**config.mk**
```make
export PLATFORM = sky130hd
export DESIGN_NAME = spiCmdEngine
export DESIGN_NICKNAME = d
export VERILOG_FILES = /design/src/rtl/spiCmdPkg.sv /design/src/rtl/spiCmdCtrl.sv /design/src/rtl/spiCmdData.sv /design/src/rtl/spiCmdEngine.sv
export SDC_FILE = /design/constraint.sdc
export NUM_CORES = 1
export LEC_CHECK = 0
export ABC_AREA = 0
export BUFFER_PORTS_ARGS = -buffer_cell sky130_fd_sc_hd__buf_2
export CAP_MARGIN = 5
export CORE_MARGIN = 2
export CORE_UTILIZATION = 63
export CTS_CLUSTER_DIAMETER = 40
export DETAILED_ROUTE_END_ITERATION = 16
export PLACE_DENSITY = 0.81
export SLEW_MARGIN = 20
export SYNTH_ARGS = -nofsm -noshare
export SYNTH_HDL_FRONTEND = slang
export SYNTH_SLANG_ARGS = --single-unit
```
**constraint.sdc**
```tcl
create_clock -name clk -period 4.3 [get_ports clk]
set_input_delay 0.645 -clock clk [delete_from_list [all_inputs] [get_ports clk]]
set_output_delay 0.645 -clock clk [all_outputs]
set_load 0.005 [all_outputs]
```
**src/rtl/spiCmdPkg.sv**
```systemverilog
`timescale 1ns/1ps
package spiCmdPkg;

  typedef enum logic [2:0] {
    SRC_OPC, SRC_AHI, SRC_AMID, SRC_ALO, SRC_DATA, SRC_ZERO
  } srcSel_e;

  // Description of one byte slot inside a frame
  typedef struct packed {
    srcSel_e    src;
    logic       isRead;
    logic [1:0] idx;
  } slot_t;

  // Strobes from control to datapath
  typedef struct packed {
    logic       startCmd;
    logic       txEn;
    logic       loadTx;
    logic       shiftTx;
    srcSel_e    txSrc;
    logic [1:0] txIdx;
    logic       sampleRx;
    logic       storeRx;
    logic [1:0] rxIdx;
  } ctrlStrobe_t;

  function automatic logic codeValid(input logic [3:0] c);
    return (c >= 4'd1) && (c <= 4'd11);
  endfunction

  function automatic int addrBytes(input logic [3:0] c);
    return (c >= 4'd4) ? 3 : 0;
  endfunction

  function automatic int wrBytes(input logic [3:0] c);
    case (c)
      4'd2, 4'd5: return 1;
      4'd6:       return 4;
      default:    return 0;
    endcase
  endfunction

  function automatic int dummyBytes(input logic [3:0] c);
    return (c == 4'd7) ? 1 : 0;
  endfunction

  function automatic int rdBytes(input logic [3:0] c);
    if (c == 4'd3) return 2;
    if (c == 4'd7) return 4;
    if (c >= 4'd8 && c <= 4'd11) return int'(c) - 7;
    return 0;
  endfunction

  function automatic int frameLen(input logic [3:0] c);
    return 1 + addrBytes(c) + wrBytes(c) + dummyBytes(c) + rdBytes(c);
  endfunction

  function automatic slot_t frameSlot(input logic [3:0] c, input int b);
    slot_t s;
    int a;
    int w;
    int d;
    a = addrBytes(c);
    w = wrBytes(c);
    d = dummyBytes(c);
    s.src    = SRC_ZERO;
    s.isRead = 1'b0;
    s.idx    = 2'd0;
    if (b == 0) begin
      s.src = SRC_OPC;
    end else if (b <= a) begin
      s.src = (b == 1) ? SRC_AHI : (b == 2) ? SRC_AMID : SRC_ALO;
    end else if (b <= a + w) begin
      s.src = SRC_DATA;
      s.idx = 2'(b - 1 - a);
    end else if (b > a + w + d) begin
      s.isRead = 1'b1;
      s.idx    = 2'(b - 1 - a - w - d);
    end
    return s;
  endfunction

endpackage

```
**src/rtl/spiCmdCtrl.sv**
```systemverilog
`timescale 1ns/1ps
module spiCmdCtrl
  import spiCmdPkg::*;
#(
  parameter int SCK_HALF = 2
) (
  input  logic        clk,
  input  logic        rstN,
  input  logic        regWe,
  input  logic [2:0]  regAddr,
  input  logic [7:0]  regWrData,
  output logic        busy,
  output logic        csN,
  output logic        sck,
  output ctrlStrobe_t strb
);

  localparam int BIT_CYC = 2 * SCK_HALF;
  localparam int CNT_W   = (BIT_CYC > 2) ? $clog2(BIT_CYC) : 1;
  localparam logic [CNT_W-1:0] CNT_LAST = CNT_W'(BIT_CYC - 1);
  localparam logic [CNT_W-1:0] CNT_HALF = CNT_W'(SCK_HALF);
  localparam logic [CNT_W-1:0] CNT_TAIL = CNT_W'(SCK_HALF - 1);

  typedef enum logic [1:0] {ST_IDLE, ST_LEAD, ST_XFER, ST_TAIL} state_e;

  state_e           state;
  logic [CNT_W-1:0] cnt;
  logic [2:0]       bitIdx;
  logic [3:0]       byteIdx;
  logic [3:0]       codeQ;

  logic  modeWrite;
  logic  cntEnd;
  logic  byteEnd;
  logic  lastByte;
  slot_t curSlot;
  slot_t nxtSlot;

  always_comb begin
    modeWrite = regWe && (regAddr == 3'd1) && (state == ST_IDLE)
                && codeValid(regWrData[7:4]);
    cntEnd    = (cnt == CNT_LAST);
    byteEnd   = cntEnd && (bitIdx == 3'd7);
    lastByte  = (int'(byteIdx) == frameLen(codeQ) - 1);
    curSlot   = frameSlot(codeQ, int'(byteIdx));
    nxtSlot   = frameSlot(codeQ, int'(byteIdx) + 1);
  end

  always_ff @(posedge clk) begin
    if (!rstN) begin
      state   <= ST_IDLE;
      cnt     <= '0;
      bitIdx  <= '0;
      byteIdx <= '0;
      codeQ   <= '0;
    end else begin
      case (state)
        ST_IDLE: begin
          if (modeWrite) begin
            state <= ST_LEAD;
            cnt   <= '0;
            codeQ <= regWrData[7:4];
          end
        end
        ST_LEAD: begin
          if (cntEnd) begin
            state   <= ST_XFER;
            cnt     <= '0;
            bitIdx  <= '0;
            byteIdx <= '0;
          end else begin
            cnt <= cnt + 1'b1;
          end
        end
        ST_XFER: begin
          if (cntEnd) begin
            cnt    <= '0;
            bitIdx <= bitIdx + 1'b1;
            if (bitIdx == 3'd7) begin
              if (lastByte) state <= ST_TAIL;
              else          byteIdx <= byteIdx + 1'b1;
            end
          end else begin
            cnt <= cnt + 1'b1;
          end
        end
        default: begin
          if (cnt == CNT_TAIL) begin
            state <= ST_IDLE;
            cnt   <= '0;
          end else begin
            cnt <= cnt + 1'b1;
          end
        end
      endcase
    end
  end

  always_comb begin
    busy          = (state != ST_IDLE);
    csN           = (state == ST_IDLE);
    sck           = (state == ST_XFER) && (cnt >= CNT_HALF);
    strb.startCmd = modeWrite;
    strb.txEn     = (state == ST_XFER);
    strb.loadTx   = ((state == ST_LEAD) && cntEnd)
                    || ((state == ST_XFER) && byteEnd && !lastByte);
    strb.txSrc    = (state == ST_LEAD) ? SRC_OPC : nxtSlot.src;
    strb.txIdx    = nxtSlot.idx;
    strb.shiftTx  = (state == ST_XFER) && cntEnd && (bitIdx != 3'd7);
    strb.sampleRx = (state == ST_XFER) && cntEnd;
    strb.storeRx  = (state == ST_XFER) && byteEnd && curSlot.isRead;
    strb.rxIdx    = curSlot.idx;
  end

  AST_START_ON_MODE: assert property (@(posedge clk) disable iff (!rstN)
    $fell(csN) |-> $past(regWe && regAddr == 3'd1));

  AST_IGNORE_BAD_CODE: assert property (@(posedge clk) disable iff (!rstN)
    (regWe && regAddr == 3'd1 && !busy && !codeValid(regWrData[7:4])) |=> csN);

  AST_CS_RISE_SCK_LOW: assert property (@(posedge clk) disable iff (!rstN)
    $rose(csN) |-> $past(!sck));

endmodule

```
**src/rtl/spiCmdData.sv**
```systemverilog
`timescale 1ns/1ps
module spiCmdData
  import spiCmdPkg::*;
(
  input  logic        clk,
  input  logic        rstN,
  input  logic        regWe,
  input  logic [2:0]  regAddr,
  input  logic [7:0]  regWrData,
  output logic [7:0]  regRdData,
  input  logic        busy,
  input  logic        miso,
  input  ctrlStrobe_t strb,
  output logic        mosi
);

  logic [7:0]       opcodeR;
  logic [7:0]       addrMidR;
  logic [7:0]       addrLoR;
  logic [3:0]       addrNibR;
  logic [3:0][7:0]  dataR;
  logic [7:0]       txShift;
  logic [7:0]       rxShift;
  logic [7:0]       txSrcByte;

  always_comb begin
    case (strb.txSrc)
      SRC_OPC:  txSrcByte = opcodeR;
      SRC_AHI:  txSrcByte = {4'h0, addrNibR};
      SRC_AMID: txSrcByte = addrMidR;
      SRC_ALO:  txSrcByte = addrLoR;
      SRC_DATA: txSrcByte = dataR[strb.txIdx];
      default:  txSrcByte = 8'h00;
    endcase
  end

  always_ff @(posedge clk) begin
    if (!rstN) begin
      opcodeR  <= '0;
      addrMidR <= '0;
      addrLoR  <= '0;
      addrNibR <= '0;
      dataR    <= '0;
      txShift  <= '0;
      rxShift  <= '0;
    end else begin
      if (regWe && !busy) begin
        case (regAddr)
          3'd0:                      opcodeR  <= regWrData;
          3'd2:                      addrMidR <= regWrData;
          3'd3:                      addrLoR  <= regWrData;
          3'd4, 3'd5, 3'd6, 3'd7:    dataR[regAddr[1:0]] <= regWrData;
          default: ;
        endcase
      end
      if (strb.startCmd) addrNibR <= regWrData[3:0];
      if (strb.loadTx)        txShift <= txSrcByte;
      else if (strb.shiftTx)  txShift <= {txShift[6:0], 1'b0};
      if (strb.sampleRx) rxShift <= {rxShift[6:0], miso};
      if (strb.storeRx)  dataR[strb.rxIdx] <= {rxShift[6:0], miso};
    end
  end

  always_comb begin
    case (regAddr)
      3'd0:    regRdData = opcodeR;
      3'd1:    regRdData = {busy, 3'b000, addrNibR};
      3'd2:    regRdData = addrMidR;
      3'd3:    regRdData = addrLoR;
      default: regRdData = dataR[regAddr[1:0]];
    endcase
    mosi = strb.txEn & txShift[7];
  end

  AST_BUSY_WRITE_DROPPED: assert property (@(posedge clk) disable iff (!rstN)
    (busy && regWe && regAddr == 3'd0) |=> $stable(opcodeR));

  AST_STORE_ONLY_BUSY: assert property (@(posedge clk) disable iff (!rstN)
    strb.storeRx |-> busy);

endmodule

```
**src/rtl/spiCmdEngine.sv**
```systemverilog
`timescale 1ns/1ps
module spiCmdEngine
  import spiCmdPkg::*;
#(
  parameter int SCK_HALF = 2
) (
  input  logic       clk,
  input  logic       rstN,
  input  logic       regWe,
  input  logic [2:0] regAddr,
  input  logic [7:0] regWrData,
  output logic [7:0] regRdData,
  output logic       busy,
  output logic       spiCsN,
  output logic       spiSck,
  output logic       spiMosi,
  input  logic       spiMiso
);

  ctrlStrobe_t strb;

  spiCmdCtrl #(.SCK_HALF(SCK_HALF)) uCtrl (
    .clk       (clk),
    .rstN      (rstN),
    .regWe     (regWe),
    .regAddr   (regAddr),
    .regWrData (regWrData),
    .busy      (busy),
    .csN       (spiCsN),
    .sck       (spiSck),
    .strb      (strb)
  );

  spiCmdData uData (
    .clk       (clk),
    .rstN      (rstN),
    .regWe     (regWe),
    .regAddr   (regAddr),
    .regWrData (regWrData),
    .regRdData (regRdData),
    .busy      (busy),
    .miso      (spiMiso),
    .strb      (strb),
    .mosi      (spiMosi)
  );

endmodule

```
==> results.md, run 1 <==
- Cell taking the most area after synthesis: dfxtp_1
- ANT cells: 0
- Arr. time, crit path: 4.33 ns
- Fin util: 0.6961
- Area share of the largest cell type after synthesis: 0.2728
- Seq/Total Area, Yosys: 0.2728
- Main synth FF type: dfxtp_1
- CTS max path bufs: 2
- R2r endpoint: uData.txShift[0]
- Final net count: 824
- Unique cell type count in the Yosys netlist: 75
- Power Dens Cells: 268.2 nW/um2
- CP max stage delay: 0.47 ns
- Most frequent cells in the layout: nor2_1 (103), dfxtp_1 (87), mux2i_1 (74), ha_1 (54), a21oi_1 (36)
- CTS tree: done
- Drt initial violations: 570
- Slowest cell on crit path: fa_1
- CP Capture Type: register
- Post-detail-place hpwl: 12,510 um
- Syn Area/Cell: 9.121 um2
- Most used cell, CP: ha_1
- Die ar.: 11,320 um2
- Most common cell after layout, fill and taps aside: nor2_1
- Cts bufs inserted: 9
- Die Width: 106.4 um
- Placed instance area: 6913 um2
- Initial core utilization: 0.6455
- Vias/cell: 6.376
- Total grt overflow: 0
- Hold Vio Cnt, Final: 0
- Tot Pwr: 0.001910 W
- Synthesized area: 6604 um2
- Area Growth Syn to Fin: 7.844%
- Post-synthesis async set-or-reset flop share: 0
- Total GRT Usage: 0.3169
- RSZ-0062 raised after global routing: false
- Residual DRC: 0
- Worst setup path class: register to register
- Hold Startpoint: uCtrl.bitIdx[2]
- Initial antenna violation count: 0
- CP cell instances: ha_1, nand2_1, inv_2, fa_1, ha_1, fa_1, a21o_1, a21oi_1, ha_1, nand4b_1, nor4_4, o2111ai_4, a22oi_4, nand2_4, o21ai_2, or4b_1, o211ai_1
- # setup viols final: 0
- Worst hold slack: 0.4666 ns
- Hold path cells: 2
- Synth Register Bits: 90
- Crit path buffers/inverters: 1
- Minimum clock period after layout: 4.023 ns
- Req. time, crit path: 4.60 ns
- # IOs: 27
- Largest delay share family, worst path: adder cells
- Worst vdd ir: 0.2557 mV
- Status: complete, no violations
- Slew Viols, Final: 0
- WL per Instance: 19.22 um
- Core Area: 10,230 um2
- Setup TNS: 0 ns
- Final period utilization: 0.9355
- Post-route design area: 7122 um2
- DRT Pass-1 Iters: 5
- Ys Warns: 0
- Worst R2R Setup Slack: 0.28 ns
- FP Rows: 37
- Number of max-cap violations: 0
- Number of port buffers: 26
- Worst Hold Class: register to register
- Routed Antenna Nets: 0
- H-tree Lvls: 3
- Slew margin rel.: 0.3317
- Clock-pin transition on the worst setup and hold timing paths: 0.10 ns
- Largest net degree at the start of global routing: 53
- First-pass GRT wire length: 28,360 um
- Vias in the first global route: 5,566
- Fmax: 248.6 MHz
- Worst Hold Path EP: uCtrl.bitIdx[2]
- Max FO, Critical Path: 9
- Depth of the worst register-to-register path: 17
- Total clock sinks: 90
- Share of layout cells above drive strength 1: 0.1900
- Clk_lat worst skew: 0.38 ns
- Crit path launch type: register
- P_leak: 2.956 nW
- Chip height: 106.4 um
- Synth Instances: 724
- Worst slew pin tran: 0.9988 ns
- Clock skew: 0.01087 ns
- Vias post-DR: 5,700
- Main area contributors after synthesis: dfxtp_1 (27%), mux2i_1 (11%), ha_1 (10%), nor2_1 (5.9%), mux2_2 (5.3%)
- Reg-to-reg startpoint: uCtrl.codeQ[0]
- Drt total wl: 17,180 um
- RD Place Congestion: 0.9108
- Post-synth EDFFs: 0
- Root Driver: clkbuf_8
synth_stat cells, types with 5 or more instances:
| cell type | instances |
|---|---|
| a21o_1 | 7 |
| xnor2_1 | 7 |
| mux2i_1 | 74 |
| o211ai_1 | 12 |
| nand2_1 | 34 |
| nand3_1 | 22 |
| o221ai_1 | 8 |
| clkbuf_1 | 20 |
| dfxtp_1 | 90 |
| nand2b_1 | 5 |
| o21ai_0 | 16 |
| a211oi_1 | 25 |
| xor2_1 | 6 |
| ha_1 | 54 |
| a21oi_1 | 36 |
| nand4_1 | 6 |
| mux4_2 | 13 |
| o21a_1 | 6 |
| inv_1 | 25 |
| and2_1 | 11 |
| nor2b_1 | 5 |
| mux2_2 | 31 |
| buf_1 | 8 |
| buf_2 | 7 |
| a22oi_1 | 7 |
| nor2_1 | 104 |
| a21boi_0 | 8 |
layer usage:
metal  wire [um]  up-vias  part of all wire  global-route usage
li1            -     2680                 -                   -
met1        7671     2760              0.45              0.4429
met2        7773      220              0.45              0.4849
met3        1383       40             0.080             0.06928
met4         354        0             0.021              0.1062
met5           0        -                 0                   0
flip-flops by register name, indices dropped and copies added, names as in the netlist, 3 cells and up:
register,cells
uData.addrNibR,4
uData.addrMidR,8
uData.addrLoR,8
uCtrl.byteIdx,4
uData.dataR,32
uCtrl.codeQ,4
uCtrl.bitIdx,3
uData.txShift,8
uData.opcodeR,8
uData.rxShift,7
area by class of cell:
cell class,instances,area (um2)
inverters,25,93.84
well taps,136,170.2
repair buffers,46,280.3
flip-flops and latches,90,1805
multi-input cells,581,4584
clock buffers,10,137.6
clock inverters,6,50.05
fillers,804,3109
worst max path at each step:
stage                         from          endpoint  slack, ns  depth (start not counted)
global placement    uCtrl.codeQ[3]  uData.txShift[0]       0.15                         17
global route        uCtrl.codeQ[0]  uData.txShift[0]       0.02                         17
finish              uCtrl.codeQ[0]  uData.txShift[0]       0.28                         17
CTS                 uCtrl.codeQ[0]  uData.txShift[0]       0.05                         17
floorplan           uCtrl.codeQ[2]  uData.txShift[0]       0.31                         18
detailed placement  uCtrl.codeQ[3]  uData.txShift[0]      -0.04                         17
tightest hold or removal path: cells and delay by family, from the launching register on:
kind / cells / cell delay [ns]
compound gates: 1 / 0.05
simple gates: 1 / 0.05
flops: 1 / 0.33
timing repair:
action                                  CTS  global route
endpoints found under the hold margin     0             0
hold buffers                              0             0
pin swaps                                 1             1
endpoints found under the setup margin    3            10
gates resized for setup                   2             5
buffers inserted                          1             0
where the power goes:
group | leakage [nW] | internal (W) | switching [W]
combinational | 2.13 | 0.000171 | 0.000282
clock | 0.0948 | 0.000233 | 0.000334
sequential | 0.729 | 0.000862 | 0.0000285
metrics by stage:
step	setup slack (ns)	std cells
after detailed placement	-0.03715	877
after floorplan	0.3084	737
after CTS	0.05017	894
after global routing	0.02079	894
after global placement	0.1507	877
final	0.2773	894
cell families (layout without fill, tap and decap cells):
logic type | count (synthesis) | in the layout | share of synthesized area
simple gates | 218 | 218 | 0.1673
compound gates | 159 | 159 | 0.1749
mux | 118 | 118 | 0.2094
flops | 90 | 90 | 0.2728
buf+inv | 66 | 87 | 0.04301
fa+ha+maj | 56 | 56 | 0.1084
xor+xnor | 15 | 15 | 0.02312
other cells | 2 | 15 | 0.001137
(Power assumes the default switching activity.)
==> run 2, diff against run 1 <==
--- a/config.mk
+++ b/config.mk
@@ -8,11 +8,13 @@
 export ABC_AREA = 0
 export BUFFER_PORTS_ARGS = -buffer_cell sky130_fd_sc_hd__buf_2
 export CAP_MARGIN = 5
+export CORE_ASPECT_RATIO = 0.5
 export CORE_MARGIN = 2
 export CORE_UTILIZATION = 63
 export CTS_CLUSTER_DIAMETER = 40
 export DETAILED_ROUTE_END_ITERATION = 16
 export PLACE_DENSITY = 0.81
+export REMOVE_ABC_BUFFERS = 1
 export SLEW_MARGIN = 20
 export SYNTH_ARGS = -nofsm -noshare
 export SYNTH_HDL_FRONTEND = slang
==> run 2 against run 1 <==
Against the previous run:
- maximum frequency down 0.32%
- clock skew down 0.0038 ns
- worst setup slack worse by 0.013 ns
- sequential share of layout area down 0.38 points
- die area up 0.44%
- sequential cell count unchanged
==> results.md, run 2 (synthesized netlist as in run 1, its figures left out) <==
- Clk_lat worst skew: 0.35 ns (-0.03 ns)
- Tot Pwr: 0.002176 W (+14%)
- Vias/cell: 6.319 (-0.89%)
- Clock power frac: 0.384 (+0.087)
- Chip height: 76.40 um (-28%)
- Routed Antenna Nets: 0 (unchanged)
- # IOs: 27 (unchanged)
- Drt initial violations: 533 (-6.5%)
- Minimum clock period after layout: 4.036 ns (+0.01293 ns)
- Fmax: 247.8 MHz (-0.32%)
- Most common cell after layout, fill and taps aside: nor2_1
- Req. time, crit path: 4.58 ns (-0.02 ns)
- WL per Instance: 18.73 um (-2.5%)
- Number of max-cap violations: 0 (unchanged)
- Root Driver: clkbuf_16
- Vias in the first global route: 5,589 (+0.41%)
- RSZ-0062 raised after global routing: false
- CTS max path bufs: 2 (unchanged)
- CP cell instances: ha_2, nand2_1, inv_1, fa_1, ha_1, fa_1, a21o_1, a21oi_1, ha_1, nand4b_1, nor4_4, o2111ai_4, and2_4, a21o_1, o21ai_0, o211ai_1, a21oi_1
- Post-detail-place hpwl: 11,930 um (-4.6%)
- CP Capture Type: register
- Hold path cells: 2 (unchanged)
- Internal power: 0.001494 W (+18%)
- Worst slew pin tran: 1.162 ns (+0.1635 ns)
- First-pass GRT wire length: 27,880 um (-1.7%)
- Arr. time, crit path: 4.31 ns (-0.02 ns)
- CP max stage delay: 0.44 ns (-0.03 ns)
- Final setup margin: 0.2644 ns (-0.01293 ns)
- Total grt overflow: 0 (unchanged)
- Hold Vio Cnt, Final: 0 (unchanged)
- Die ar.: 11,370 um2 (+0.44%)
- Fin util: 0.7084 (+0.01226)
- Placed insts: 879 (+0.23%)
- Vias post-DR: 5,662 (-0.67%)
- Final net count: 822 (-0.24%)
- Die Width: 148.8 um (+40%)
- Comb power frac: 0.207 (-0.030)
- Clock skew: 0.007017 ns (-0.003849 ns)
- Worst setup path class: register to register
- Slowest cell on crit path: fa_1
- Worst vdd ir: 0.1898 mV (-26%)
- Crit path launch type: register
- # setup viols final: 0 (unchanged)
- Depth of the worst register-to-register path: 17 (unchanged)
- Total GRT Usage: 0.3058 (-0.01103)
- Largest reg by FF count: uData.dataR
- Initial antenna violation count: 0 (unchanged)
- ANT cells: 0 (unchanged)
- Worst hold slack: 0.4739 ns (+0.007352 ns)
- Core Area: 10,210 um2 (-0.16%)
- Drt total wl: 16,780 um (-2.3%)
- Power Dens Cells: 300.8 nW/um2 (+12%)
- RD Place Congestion: 0.9324 (+2.4%)
- Fill count: 806 (+0.25%)
- Slew margin rel.: 0.2223 (-0.1094)
- H-tree Lvls: 3 (unchanged)
- Initial core utilization: 0.6465 (+0.001028)
- Area Growth Syn to Fin: 9.568%
- Total clock sinks: 90 (unchanged)
- Max FO, Critical Path: 14 (+5)
- Share of power burned in registers: 0.409 (-0.057)
- Largest net degree at the start of global routing: 52 (-1.9%)
- Number of port buffers: 26 (unchanged)
- Clock-pin transition on the worst setup and hold timing paths: 0.07 ns (-0.03 ns)
- Most frequent cells in the layout: nor2_1 (103), dfxtp_1 (86), mux2i_1 (74), ha_1 (53), a21oi_1 (36)
- Post-place setup slack: -0.009715 ns (+0.02743 ns)
- P_leak: 3.001 nW (+1.5%)
- DRT Pass-1 Iters: 6 (+1)
- Slew Viols, Final: 0 (unchanged)
- Residual DRC: 0 (unchanged)
- Worst Hold Class: register to register
- Cts bufs inserted: 9 (unchanged)
- CTS tree: done
- Switching Share: 0.3136 (-0.02377)
- NetSw: 0.0006825 W (+5.9%)
- Share of layout cells above drive strength 1: 0.1892 (-0.0008202)
- FP Rows: 26 (-30%)
- Number of flip-flops in the largest register: 32 (unchanged)
- Hold Buf Count CTS: 0 (unchanged)
- Final Instance Count excl. Fillers: 896 (+0.22%)
- Final period utilization: 0.9385 (+0.003007)
- Status: complete, no violations
## run 2: cell count changes in the layout (fill, tap and decap cells not counted), sizes merged
cell | previous run | this run
buf | 46 | 44
bufinv | 0 | 1
clkbuf | 10 | 9
clkinv | 3 | 1
inv | 27 | 29
## run 2: final timing paths
kind                            slack (ns)             from               end
worst max-delay path                  0.26   uCtrl.codeQ[0]  uData.txShift[6]
worst min-delay path                  0.47  uCtrl.bitIdx[1]   uCtrl.bitIdx[1]
worst max register to register        0.26   uCtrl.codeQ[0]  uData.txShift[6]
worst min register to register        0.47  uCtrl.bitIdx[1]   uCtrl.bitIdx[1]
## run 2: power by group through the flow
stage	registers (W)	logic, W	clock network [W]
after floorplan	0.000900	0.000305	0
after global placement	0.000905	0.000421	0
after detailed placement	0.000908	0.000434	0
after CTS	0.000889	0.000440	0.000838
after global routing	0.000894	0.000499	0.000874
final	0.000890	0.000450	0.000835
## run 2: per-layer routing
layer  vias up  wire length, um  global-route usage
li1       2688                -                   -
met1      2763             7492              0.4056
met2       174             7906              0.5028
met3        37              894             0.05329
met4         0              491              0.1152
met5         -                0                   0
## run 2: layout make-up
type                    instances  area (um2)  share of cell area
multi-input cells             581        4587              0.6339
flip-flops and latches         90        1807              0.2497
repair buffers                 44       265.3             0.03666
clock buffers                   9       225.2             0.03113
well taps                     140       175.2             0.02421
inverters                      25       93.84             0.01297
clock inverters                 7       82.58             0.01141
## run 2: critical path, delay by kind of cell, from the launching register on
| kind | cells | cell delay [ns] |
|---|---|---|
| fa+ha+maj | 5 | 1.41 |
| compound gates | 7 | 1.39 |
| simple gates | 4 | 0.67 |
| flops | 1 | 0.37 |
| buf+inv | 1 | 0.13 |
## run 2: per-stage QoR
step	cell area [um2]	setup TNS (ns)
after floorplan	6462	0
after global placement	6903	0
after detailed placement	6903	-0.009715
after CTS	7213	0
after global routing	7236	0
final	7236	0
## run 2: repair_timing
| action | in CTS | in global routing |
|---|---|---|
| resized for setup | 2 | 7 |
| endpoints found under the setup margin | 2 | 23 |
| pin swaps | 1 | 2 |
| buffers inserted | 0 | 1 |
